File: config.mk
export PLATFORM = sky130hd
export DESIGN_NAME = quad_reg_port
export DESIGN_NICKNAME = d
export VERILOG_FILES = /design/src/rtl/qrp_pkg.sv /design/src/rtl/qrp_addr.sv /design/src/rtl/qrp_snap.sv /design/src/rtl/qrp_idx.sv /design/src/rtl/qrp_wregs.sv /design/src/rtl/quad_reg_port.sv
export SDC_FILE = /design/constraint.sdc
export NUM_CORES = 1
export LEC_CHECK = 0
export ABC_AREA = 0
export ABC_CLOCK_PERIOD_IN_PS = 4600
export CORE_AREA = 4 4 105 131
export CTS_BUF_LIST = sky130_fd_sc_hd__clkbuf_8
export DETAILED_ROUTE_END_ITERATION = 16
export DIE_AREA = 0 0 109 135
export DONT_BUFFER_PORTS = 1
export PLACE_DENSITY = 0.6
export SKIP_LAST_GASP = 1
export SYNTH_ARGS = -nofsm -noshare
export SYNTH_HDL_FRONTEND = slang
export SYNTH_SLANG_ARGS = --single-unit
File: constraint.sdc
create_clock -name clk -period 4.6 [get_ports clk]
set_input_delay 0.92 -clock clk [delete_from_list [all_inputs] [get_ports clk]]
set_output_delay 0.92 -clock clk [all_outputs]
set_load 0.02 [all_outputs]
File: src/rtl/qrp_pkg.sv
package qrp_pkg;
   localparam int unsigned PTR_W   = 4;
   localparam int unsigned BYTE_W  = 8;
   localparam logic [3:0]  A_CTRL  = 4'd3;
   localparam logic [3:0]  A_TIMER = 4'd4;
   localparam logic [3:0]  A_FILT  = 4'd5;
   localparam logic [3:0]  A_INDEX = 4'd12;
   localparam logic [3:0]  A_PRE   = 4'd13;
   localparam logic [3:0]  A_IDENT = 4'd15;
endpackage

File: src/rtl/qrp_addr.sv
module qrp_addr #(
   parameter int unsigned PW = 4,
   parameter int unsigned SW = 4
) (
   input  logic          clk,
   input  logic          rst_n,
   input  logic          adr_stb,
   input  logic          dat_stb,
   input  logic [7:0]    din,
   input  logic [SW-1:0] sel_n,
   output logic          sel,
   output logic [PW-1:0] ptr,
   output logic          xfer
);
   if (PW + SW != 8) begin : g_bad_split
      $error("pointer and select widths must fill one byte");
   end

   assign xfer = dat_stb & sel & ~adr_stb;

   always_ff @(posedge clk or negedge rst_n) begin
      if (!rst_n) begin
         sel <= 1'b0;
         ptr <= '0;
      end else if (adr_stb) begin
         sel <= (din[7 -: SW] == ~sel_n);
         ptr <= din[PW-1:0];
      end else if (xfer) begin
         ptr <= ptr + 1'b1;
      end
   end
endmodule

File: src/rtl/qrp_snap.sv
module qrp_snap #(
   parameter int unsigned AXES = 4,
   parameter int unsigned CW   = 24,
   parameter int unsigned PW   = 4
) (
   input  logic              clk,
   input  logic              rst_n,
   input  logic              rd,
   input  logic [PW-1:0]     ptr,
   input  logic [AXES*CW-1:0] cnt_in,
   output logic [7:0]        rbyte
);
   localparam int unsigned BPA = CW / 8;
   localparam int unsigned HW  = CW - 8;

   if (CW % 8 != 0 || CW < 16) begin : g_bad_cw
      $error("counter width must be a whole number of bytes, at least two");
   end

   logic [AXES-1:0] lo_hit;
   logic [HW-1:0]   hold [AXES];

   for (genvar a = 0; a < AXES; a++) begin : g_axis
      assign lo_hit[a] = (ptr == PW'(a * BPA));
      always_ff @(posedge clk or negedge rst_n) begin
         if (!rst_n)
            hold[a] <= '0;
         else if (rd && |lo_hit)
            hold[a] <= cnt_in[a*CW+8 +: HW];
      end
   end

   always_comb begin
      rbyte = '0;
      for (int a = 0; a < AXES; a++) begin
         if (lo_hit[a])
            rbyte = cnt_in[a*CW +: 8];
         for (int b = 1; b < BPA; b++) begin
            if (ptr == PW'(a * BPA + b))
               rbyte = hold[a][(b-1)*8 +: 8];
         end
      end
   end
endmodule

File: src/rtl/qrp_idx.sv
module qrp_idx #(
   parameter int unsigned AXES = 4
) (
   input  logic            clk,
   input  logic            rst_n,
   input  logic            clr,
   input  logic [AXES-1:0] evt,
   output logic [AXES-1:0] flags
);
   always_ff @(posedge clk or negedge rst_n) begin
      if (!rst_n)
         flags <= '0;
      else
         flags <= (clr ? '0 : flags) | evt;
   end
endmodule

File: src/rtl/qrp_wregs.sv
module qrp_wregs
   import qrp_pkg::*;
#(
   parameter int unsigned AXES = 4,
   parameter int unsigned CW   = 24,
   parameter int unsigned PW   = 4
) (
   input  logic            clk,
   input  logic            rst_n,
   input  logic            we,
   input  logic [PW-1:0]   ptr,
   input  logic [7:0]      din,
   output logic [CW-1:0]   asm_val,
   output logic [AXES-1:0] load_cmd,
   output logic [7:0]      timer_cfg,
   output logic [7:0]      filt_rate,
   output logic [AXES-1:0] idx_preset
);
   localparam int unsigned BPA = CW / 8;

   if (AXES > 4) begin : g_bad_axes
      $error("control nibble holds at most four axes");
   end

   for (genvar b = 0; b < BPA; b++) begin : g_asm
      always_ff @(posedge clk or negedge rst_n) begin
         if (!rst_n)
            asm_val[b*8 +: 8] <= '0;
         else if (we && ptr == PW'(b))
            asm_val[b*8 +: 8] <= din;
      end
   end

   always_ff @(posedge clk or negedge rst_n) begin
      if (!rst_n) begin
         load_cmd   <= '0;
         timer_cfg  <= '0;
         filt_rate  <= '0;
         idx_preset <= '0;
      end else if (we) begin
         unique case (ptr)
            PW'(A_CTRL):  load_cmd   <= din[4 +: AXES];
            PW'(A_TIMER): timer_cfg  <= din;
            PW'(A_FILT):  filt_rate  <= din;
            PW'(A_PRE):   idx_preset <= din[AXES-1:0];
            default: ;
         endcase
      end
   end
endmodule

File: src/rtl/quad_reg_port.sv
module quad_reg_port
   import qrp_pkg::*;
#(
   parameter int unsigned AXES  = 4,
   parameter int unsigned CW    = 24,
   parameter logic [7:0]  IDENT = 8'h14
) (
   input  logic              clk,
   input  logic              rst_n,
   input  logic              adr_stb,
   input  logic              dat_stb,
   input  logic              wr,
   input  logic [7:0]        din,
   input  logic [3:0]        sel_n,
   input  logic [AXES*CW-1:0] cnt_in,
   input  logic [AXES-1:0]   idx_evt,
   output logic [7:0]        dout,
   output logic [CW-1:0]     asm_val,
   output logic [AXES-1:0]   load_cmd,
   output logic [7:0]        timer_cfg,
   output logic [7:0]        filt_rate,
   output logic [AXES-1:0]   idx_preset
);
   localparam int unsigned AX_BYTES = AXES * (CW / 8);

   if (AX_BYTES > int'(A_INDEX)) begin : g_bad_map
      $error("counter bytes overlap the index address");
   end

   logic          brd_sel;
   logic [PTR_W-1:0] ptr;
   logic          xfer;
   logic          rd;
   logic [7:0]    ax_byte;
   logic [AXES-1:0] idx_flags;
   logic [7:0]    rdata;

   assign rd = xfer & ~wr;

   qrp_addr #(.PW(PTR_W), .SW(4)) u_addr (
      .clk(clk), .rst_n(rst_n), .adr_stb(adr_stb), .dat_stb(dat_stb),
      .din(din), .sel_n(sel_n), .sel(brd_sel), .ptr(ptr), .xfer(xfer)
   );

   qrp_snap #(.AXES(AXES), .CW(CW), .PW(PTR_W)) u_snap (
      .clk(clk), .rst_n(rst_n), .rd(rd), .ptr(ptr),
      .cnt_in(cnt_in), .rbyte(ax_byte)
   );

   qrp_idx #(.AXES(AXES)) u_idx (
      .clk(clk), .rst_n(rst_n), .clr(rd && ptr == A_INDEX),
      .evt(idx_evt), .flags(idx_flags)
   );

   qrp_wregs #(.AXES(AXES), .CW(CW), .PW(PTR_W)) u_wregs (
      .clk(clk), .rst_n(rst_n), .we(xfer & wr), .ptr(ptr), .din(din),
      .asm_val(asm_val), .load_cmd(load_cmd), .timer_cfg(timer_cfg),
      .filt_rate(filt_rate), .idx_preset(idx_preset)
   );

   always_comb begin
      rdata = '0;
      if (ptr < PTR_W'(AX_BYTES))
         rdata = ax_byte;
      else if (ptr == A_INDEX)
         rdata[AXES-1:0] = idx_flags;
      else if (ptr == A_IDENT)
         rdata = IDENT;
   end

   always_ff @(posedge clk or negedge rst_n) begin
      if (!rst_n)
         dout <= '0;
      else if (rd)
         dout <= rdata;
   end
endmodule


==> impl_results.md <==
* Global-route met2 utilization at 0.397
* Top Ports at 173
* Row Count at 46
* Mapped cell area at 6150 um2
* Area of the core at 12,600 um2
* Unrepaired setup endpoints after global routing: no
* Area growth from synthesis to layout at 8.73%
* Instance count of the mapped netlist at 504
* Power density over the cells at 415 nW/um2
* Slowest Stage Delay on Critical Path at 930 ps
* Area of the die at 14,700 um2
* Total number of vias at 4,157
* CTS hold repair buffers at 0
* Routed wire length per instance at 24.9 um
* Post-cts gate resize count at 0
* Number of global-route vias before repair at 4,479
* Synth warnings at 0
* Max FO, Critical Path at 25
* Global-route met1 utilization at 0.262
* Die height at 135 um
* Slew Viols, Final at 0
* Library cell occupying the most area in the post-synthesis netlist: dfrtp_1
* Final Net Count at 620
* Sinks on Clock Net at 129
* GRT busiest layer: met2
* Area after detailed placement at 6210 um2
* Clock-pin slew of the registers on the worst-case setup and hold paths at 70 ps
* Startpoint types: register
* Number of flops mapped to enable cells by yosys at 0
* Remaining global-route overflow at 0
* Routed Antenna Nets at 0
* Required time reported for the critical path endpoint at 4940 ps
* Die W at 109 um
* Largest buffer count on any clock path at 2
* TritonCTS Buffers at 17
* Overall routed net length at 16,900 um
* Number of vias per cell at 6.11
* Fraction of registers with async set/reset at 1.00
* Time the worst path needs with I/O delays and setup at 3320 ps
* Share of final-layout standard cells stronger than drive strength 1 at 0.283
* Class of the most critical setup path: reg -> reg
* Share of the clock period used by the worst path at 0.721
* Post-synthesis sequential area ratio at 0.525
* Slowest stage cell on the critical path: nor2b_1
* Largest voltage drop on the vdd net at 231 uV
* Initial antenna violation count at 1
* TritonCTS clock tree: built
* HPWL Detailed at 12,200 um
* Total of endpoints with negative setup slack in the final report at 0
* Least-Margin Pin Slew at 1080 ps
* First-pass GRT wire length at 25,500 um
* Final routed DRC violation total at 0
* Pin count of the biggest net entering global routing at 130
* Max cap viols at 0
* Number of hold violations in the final report at 0
* H-tree level count at 4
* Root buffer cell: clkbuf_8
* Violation count after the first detailed-route iteration at 222
* Met3 capacity usage during global routing at 0.0937
* Max-slew headroom at 0.281
* Worst setup slack for register-to-register paths at 1280 ps
* Post-synthesis cell type count at 55
* Cell-by-cell listing of the critical path: inv_1 -> ha_1 -> nor2b_1 -> a221oi_1 -> o21ai_0 -> a41oi_1 -> o31ai_1
* Worst setup skew after layout at 7.37 ps
* Endpoint type of the worst setup path: register
* Highest attainable clock frequency at 302 MHz
* Worst EP arrival at 3660 ps
* 1st-pass router iterations at 4
* Area share of the largest cell type after synthesis at 0.525
* Worst hold-check path type: in -> async
* Number of fill cells in the layout at 1,118
* Final estimated routing congestion in global placement at 0.899
* Ys flop type: dfrtp_1
* Count of state elements after synthesis at 129
* Nets in the synthesized netlist at 625
* Leakage power summed over all cells at 0.00312 uW
* Starting density of the core at 0.488
* Post CTS Setup Buffer Count at 0
* Total inserted antenna cells at 0
* Final TNS setup at 0 ps
* Avg Inst Size Synth at 12.2 um2
* Total global-route track usage at 0.236
* Status: completed
* IO buf count at 0
* Design area at 6680 um2
* Clk_lat worst skew at 450 ps
* Leading cell types by total area after synthesis: dfrtp_1, mux2_2, mux2_1
kinds of logic after synthesis:
family | synth area share
DFF | 0.525
AOI/OAI and AO/OA | 0.129
muxes | 0.209
and+or+nand+nor | 0.0816
buffers and inverters | 0.0375
xor gates and xnor gates | 0.00997
adders and majority gates | 0.00814
metrics by stage:
step                setup slack, ps  hold WS (ps)  cells  total power [uW]  utilization
floorplan                      2410           449    504              1570            -
global placement               1480           465    648              1650        0.493
detailed placement             1390           470    648              1660        0.493
CTS                            1360           132    680              2800        0.530
global route                   1110           125    680              2890        0.530
finish                         1280           161    680              2770        0.530
flip-flops by register name, summed over array words and instances (netlist names):
signal / count
u_wregs.idx_preset: 4
u_addr.ptr: 4
dout: 8
u_wregs.filt_rate: 8
u_wregs.load_cmd: 4
u_snap.hold: 64
u_wregs.asm_val: 24
u_wregs.timer_cfg: 8
u_addr.sel: 1
u_idx.flags: 4
cell type report:
cell class	count	area, um2	area share
sequential	129	3230	0.483
tap	168	210	0.0314
inverter	11	41.3	0.00618
timing repair buffer	6	45.0	0.00674
multi-input combinational	334	2690	0.402
clock buffer	19	262	0.0391
clock inverter	13	209	0.0313
routing by layer:
metal  share of wire  up-vias
li1                -     1849
met1            0.36     2085
met2            0.51      183
met3           0.093       38
met4           0.032        2
met5         0.00071        -
power by group:
group / leakage, uW / total (uW) / switching, uW / internal (uW)
clock: 0.000234 / 1130 / 453 / 675
combinational: 0.00114 / 299 / 165 / 135
sequential: 0.00175 / 1350 / 121 / 1220
critical path, delay by kind of cell, from the launching register on:
kind                       cells  cell delay (ps)
DFF                            1              400
AOI/OAI and AO/OA              4              970
adders and majority gates      1              760
and+or+nand+nor                1              930
buffers and inverters          1              140
final timing paths:
check / from / endpoint / cells past startpoint
max reg2reg: u_addr.ptr[0] / dout[3] / 7
min in group clk: u_idx.flags[3] / u_idx.flags[3] / 1
max in group asynchronous: rst_n / dout[6] / 0
min reg2reg: u_idx.flags[3] / u_idx.flags[3] / 1
min: rst_n / u_snap.hold[39] / 0
max: u_addr.ptr[0] / dout[3] / 7
placed cells by master (no fill, tap or decap), drive strengths merged, types with 10 or more instances in the layout:
cell / n
nand3: 10
clkbuf: 19
nor2b: 12
nor2: 13
a21oi: 19
dfrtp: 129
a221oi: 10
nand2: 34
mux2: 113
a22oi: 11
o21ai: 22
inv: 13
synthesized netlist by cell type (2+ instances only):
master and number:
o211ai_1 4, xnor2_1 5, a221o_1 2, nand2b_1 7, nor4_1 2, a21o_1 6, o21ai_0 22, nor2b_1 11
a21oi_1 19, mux2_1 15, a22oi_1 11, buf_4 2, buf_2 12, nor2_1 11, nor3b_1 2, nand2_2 4
mux2_2 98, a211oi_1 2, nand2_1 30, clkbuf_1 7, o221ai_1 9, nor4b_1 2, ha_1 4, a221oi_1 10
o41ai_1 2, o31ai_1 2, nand3_1 10, dfrtp_1 129, buf_6 7, o21a_1 2, o22ai_1 9, a2111oi_0 2
nor3_1 5, inv_1 11, a31oi_1 6, nor2_2 2, xor2_1 2
No activity file was read; power rests on OpenSTA's default activity.
